`config.mk`:
```
export PLATFORM = sky130hd
export DESIGN_NAME = ocmp_unit
export DESIGN_NICKNAME = d
export VERILOG_FILES = /design/src/rtl/ocmp_pkg.sv /design/src/rtl/ocmp_match.sv /design/src/rtl/ocmp_flag.sv /design/src/rtl/ocmp_wave.sv /design/src/rtl/ocmp_unit.sv
export SDC_FILE = /design/constraint.sdc
export NUM_CORES = 1
export LEC_CHECK = 0
export BUFFER_PORTS_ARGS = -buffer_cell sky130_fd_sc_hd__buf_2
export CAP_MARGIN = 20
export CORE_MARGIN = 5
export CORE_UTILIZATION = 41
export DETAILED_ROUTE_END_ITERATION = 7
export GPL_TIMING_DRIVEN = 0
export PLACE_DENSITY_LB_ADDON = 0.1
export SYNTH_ARGS = -nofsm -noshare
export SYNTH_HDL_FRONTEND = slang
export SYNTH_SLANG_ARGS = --single-unit
```
`constraint.sdc`:
```
create_clock -name clk -period 1.5 [get_ports clk]
set_clock_uncertainty 0.05 [all_clocks]
set_input_delay 0.075 -clock clk [delete_from_list [all_inputs] [get_ports clk]]
set_output_delay 0.075 -clock clk [all_outputs]
set_load 0.03 [all_outputs]
```
`src/rtl/ocmp_pkg.sv`:
```
package ocmp_pkg;

    typedef enum logic [1:0] {
        WAVE_HOLD   = 2'b00,
        WAVE_TOGGLE = 2'b01,
        WAVE_LOW    = 2'b10,
        WAVE_HIGH   = 2'b11
    } wave_act_e;

    typedef struct packed {
        logic matched;
        logic forced;
    } cmp_evt_t;

    function automatic logic wave_next(wave_act_e act, logic cur);
        case (act)
            WAVE_TOGGLE: wave_next = ~cur;
            WAVE_LOW:    wave_next = 1'b0;
            WAVE_HIGH:   wave_next = 1'b1;
            default:     wave_next = cur;
        endcase
    endfunction

    function automatic logic flag_next(logic cur, logic set_req, logic clr_req);
        if (set_req)
            flag_next = 1'b1;
        else if (clr_req)
            flag_next = 1'b0;
        else
            flag_next = cur;
    endfunction

endpackage

```
`src/rtl/ocmp_match.sv`:
```
module ocmp_match #(
    parameter int CNT_W = 8
) (
    input  logic             clk,
    input  logic             rst,
    input  logic             tick,
    input  logic [CNT_W-1:0] count,
    input  logic             cmp_wr,
    input  logic [CNT_W-1:0] cmp_wdata,
    output logic             hit
);
    logic [CNT_W-1:0] cmp_val;
    logic             wr_block;

    // a write arms a one-shot block for the next tick-high cycle
    always_ff @(posedge clk) begin
        if (rst) begin
            cmp_val  <= '0;
            wr_block <= 1'b0;
        end else begin
            if (cmp_wr) begin
                cmp_val  <= cmp_wdata;
                wr_block <= 1'b1;
            end else if (tick) begin
                wr_block <= 1'b0;
            end
        end
    end

    assign hit = tick && !wr_block && (count == cmp_val);
endmodule

```
`src/rtl/ocmp_flag.sv`:
```
module ocmp_flag (
    input  logic clk,
    input  logic rst,
    input  logic tick,
    input  logic hit,
    input  logic flag_wr,
    input  logic flag_wdata,
    input  logic vec_ack,
    output logic flag
);
    import ocmp_pkg::*;

    logic hit_pend;
    logic set_req;
    logic clr_req;

    assign set_req = tick && hit_pend;
    assign clr_req = vec_ack || (flag_wr && flag_wdata);

    always_ff @(posedge clk) begin
        if (rst) begin
            hit_pend <= 1'b0;
            flag     <= 1'b0;
        end else begin
            if (tick)
                hit_pend <= hit;
            flag <= flag_next(flag, set_req, clr_req);
        end
    end
endmodule

```
`src/rtl/ocmp_wave.sv`:
```
module ocmp_wave (
    input  logic       clk,
    input  logic       rst,
    input  logic       hit,
    input  logic       force_cmp,
    input  logic [1:0] wave_act,
    output logic       wave_out
);
    import ocmp_pkg::*;

    cmp_evt_t  evt;
    wave_act_e act;

    assign evt.matched = hit;
    assign evt.forced  = force_cmp;
    assign act         = wave_act_e'(wave_act);

    always_ff @(posedge clk) begin
        if (rst)
            wave_out <= 1'b0;
        else if (evt.matched || evt.forced)
            wave_out <= wave_next(act, wave_out);
    end
endmodule

```
`src/rtl/ocmp_unit.sv`:
```
module ocmp_unit #(
    parameter int CNT_W = 8
) (
    input  logic             clk,
    input  logic             rst,
    input  logic             tick,
    input  logic [CNT_W-1:0] count,
    input  logic             cmp_wr,
    input  logic [CNT_W-1:0] cmp_wdata,
    input  logic             irq_en,
    input  logic             gie,
    input  logic [1:0]       wave_act,
    input  logic             force_cmp,
    input  logic             flag_wr,
    input  logic             flag_wdata,
    input  logic             vec_ack,
    output logic             cmp_flag,
    output logic             irq,
    output logic             wave_out
);
    logic hit;

    ocmp_match #(.CNT_W(CNT_W)) u_match (
        .clk       (clk),
        .rst       (rst),
        .tick      (tick),
        .count     (count),
        .cmp_wr    (cmp_wr),
        .cmp_wdata (cmp_wdata),
        .hit       (hit)
    );

    ocmp_flag u_flag (
        .clk        (clk),
        .rst        (rst),
        .tick       (tick),
        .hit        (hit),
        .flag_wr    (flag_wr),
        .flag_wdata (flag_wdata),
        .vec_ack    (vec_ack),
        .flag       (cmp_flag)
    );

    ocmp_wave u_wave (
        .clk       (clk),
        .rst       (rst),
        .hit       (hit),
        .force_cmp (force_cmp),
        .wave_act  (wave_act),
        .wave_out  (wave_out)
    );

    assign irq = cmp_flag && irq_en && gie;
endmodule

```
==> results.sh <==
export IMPL_hold_path_class="in2reg"
export IMPL_yosysSeqAreaShare_pct=42.4
export IMPL_insertion_delay_ns=0.26
export IMPL_cap_viol_max_count=0
export IMPL_cts_sinks=12
export IMPL_die_w_um=47.2
export IMPL_worst_pin_slew_ns=0.457
export IMPL_clk_path_buf_depth=2
export IMPL_rrSetupSlack_ns=0.26
export IMPL_drc=0
export IMPL_criticalPathCategory="reg2reg"
export IMPL_worstSetupStartpointType="flip-flop"
export IMPL_p_leak_nw=0.422
export IMPL_vias_per_cell=4.76
export IMPL_n_antenna_cell=0
export IMPL_power_density_nw_per_um2=805
export IMPL_synth_area_per_cell_um2=9.77
export IMPL_placed_area_um2=731
export IMPL_layout_cells_non_filler=113
export IMPL_grt_pass1_vias=504
export IMPL_grt_max_degree=11
export IMPL_overflow=0
export IMPL_grt_first_pass_wirelength_um=1920
export IMPL_met2_usage_pct=19.8
export IMPL_post_drt_wl_per_cell_um=10.6
export IMPL_vias=538
export IMPL_relSlewSlack_pct=69.5
export IMPL_io_pins=31
export IMPL_fp_dieArea_um2=2230
export IMPL_fmax_mhz=809
export IMPL_fin_util_pct=64.0
export IMPL_syn_to_final_growth_pct=47.0
export IMPL_status="finished, final reports clean"
export IMPL_period_minus_slack_ns=1.24
export IMPL_grtUsageMet3_pct=2.30
export IMPL_die_h_um=47.2
export IMPL_design_area_um2=833
export IMPL_hpwl_um=919
export IMPL_ys_warn_count=0
export IMPL_ant_nets=0
export IMPL_clockRootBuffer="clkbuf_4"
export IMPL_finalWorstSetupSlack_ns=0.263
export IMPL_h_tree_depth=1
export IMPL_globalplace_congestion=0.748
export IMPL_start_util_pct=43.6
export IMPL_total_power_mw=0.671
export IMPL_finalHoldViolations=0
export IMPL_row_count=13
export IMPL_antenna_found_initial=0
export IMPL_crit_required_ns=1.60
export IMPL_synth_seq_cells=12
export IMPL_busiest_layer="met2"
export IMPL_layout_drive_gt1_share_pct=36.7
export IMPL_core_um2=1300
export IMPL_period_share_pct=82.4
export IMPL_maxSlewViolCount=0
export IMPL_fin_setup_tns_ns=0
export IMPL_synth_cell_types=21
export IMPL_syn_area_um2=567
export IMPL_finalSetupViolations=0
export IMPL_rsz0062_at_grt="no"
export IMPL_syn_nets=86
export IMPL_io_buffers=29
export IMPL_track_usage_pct=12.4
export IMPL_final_nets=128
export IMPL_drt_total_wl_um=1200
export IMPL_cts_buffers_inserted=3
export IMPL_drt_iter0_markers=6
export IMPL_post_cts_repair_setup_buffers=0
export IMPL_cts_tree="yes"
export IMPL_syn_inst=58
export IMPL_clk_pin_slew_worst_paths_ns=0.07
export IMPL_cp_arrival_ns=1.34
export IMPL_drt_pass1_iterations=4
export IMPL_place_inst=102
export IMPL_endpoint_kind="flip-flop"
export IMPL_whs_ns=0.00792
export IMPL_globalRouteMet1Util_pct=15.0
export IMPL_path_max_fanout=3
export IMPL_irDropWorstVdd_uv=541
export IMPL_pre_cts_slack_ns=0.267
## area by class of cell
class	count	area [um2]
Buffer	2	8.76
Multi-Input combinational cell	42	310
Timing Repair Buffer	37	225
Fill cell	135	468
Sequential cell	12	240
Clock buffer	3	22.5
Inverter	2	7.51
Tap cell	15	18.8
## power by group
| group | switching (mW) | internal, mW |
|---|---|---|
| clock | 0.0961 | 0.0927 |
| sequential | 0.0108 | 0.336 |
| combinational | 0.0614 | 0.0747 |
| total | 0.168 | 0.503 |
## state kept, by name, indices dropped and copies added, names as in the netlist
signal	cells
u_wave.wave_out	1
u_flag.hit_pend	1
u_match.cmp_val	8
u_flag.flag	1
u_match.wr_block	1
## what timing repair did
action / CTS / global route
gates resized for setup: 0 / 0
endpoints found under the hold margin: 9 / 0
hold buffers: 8 / 0
## cell families (layout without fill, tap and decap cells)
group | Yosys count | after routing | synth area share [%]
buffers and inverters | 4 | 44 | 2.87
DFF | 12 | 12 | 42.4
and+or+nand+nor | 19 | 19 | 18.8
muxes | 8 | 8 | 14.1
xor gates and xnor gates | 9 | 9 | 13.9
AOI/OAI and AO/OA | 6 | 6 | 7.95
## metal layers
metal / part of all wire, % / up-vias
li1: - / 281
met1: 43 / 230
met2: 45 / 23
met3: 11 / 4
met4: 1.4 / 0
met5: 0 / -
## layout by cell type, fill, tap and decap left out
cell / n
dlygate4sd3_1: 8
nor2_1: 11
dfxtp_1: 12
xnor2_1: 1
nor3_2: 1
clkbuf_4: 3
nand2_1: 1
a31oi_1: 1
a32oi_1: 2
mux2i_1: 8
xor2_1: 8
nor2b_1: 1
clkbuf_1: 1
nand4_1: 1
nand2b_1: 1
a21oi_1: 1
a31o_2: 1
buf_2: 30
nor4_4: 1
a22oi_1: 1
nor3_1: 1
and3_1: 1
inv_1: 2
## worst paths after layout
path / from / to / cells past startpoint
hold reg to reg: u_match.wr_block / u_match.wr_block / 2
hold / removal: cmp_wdata[6] / u_match.cmp_val[6] / 3
setup reg to reg: u_match.cmp_val[7] / u_wave.wave_out / 4
setup / recovery: u_match.cmp_val[7] / u_wave.wave_out / 4
## cell usage after synthesis
master / instances / area (um2)
nor2_1: 11 / 41.3
and3_1: 1 / 6.26
dfxtp_1: 12 / 240
nor3_2: 1 / 10.0
a32oi_1: 2 / 17.5
nor4_4: 1 / 21.3
nand2_1: 1 / 3.75
clkbuf_1: 1 / 3.75
nand4_1: 1 / 6.26
a22oi_1: 1 / 7.51
buf_2: 1 / 5.00
xnor2_1: 1 / 8.76
mux2i_1: 8 / 80.1
a31o_2: 1 / 8.76
nand2b_1: 1 / 6.26
nor3_1: 1 / 5.00
a31oi_1: 1 / 6.26
inv_1: 2 / 7.51
xor2_1: 8 / 70.1
nor2b_1: 1 / 6.26
a21oi_1: 1 / 5.00
## worst max-delay path: stages, from the launching register on
cell     delay [ns]
dfxtp_1        0.32
xor2_1         0.18
nor4_4         0.32
a31o_2         0.19
a31oi_1        0.06
Note: power is estimated with default switching activity, not from simulation.
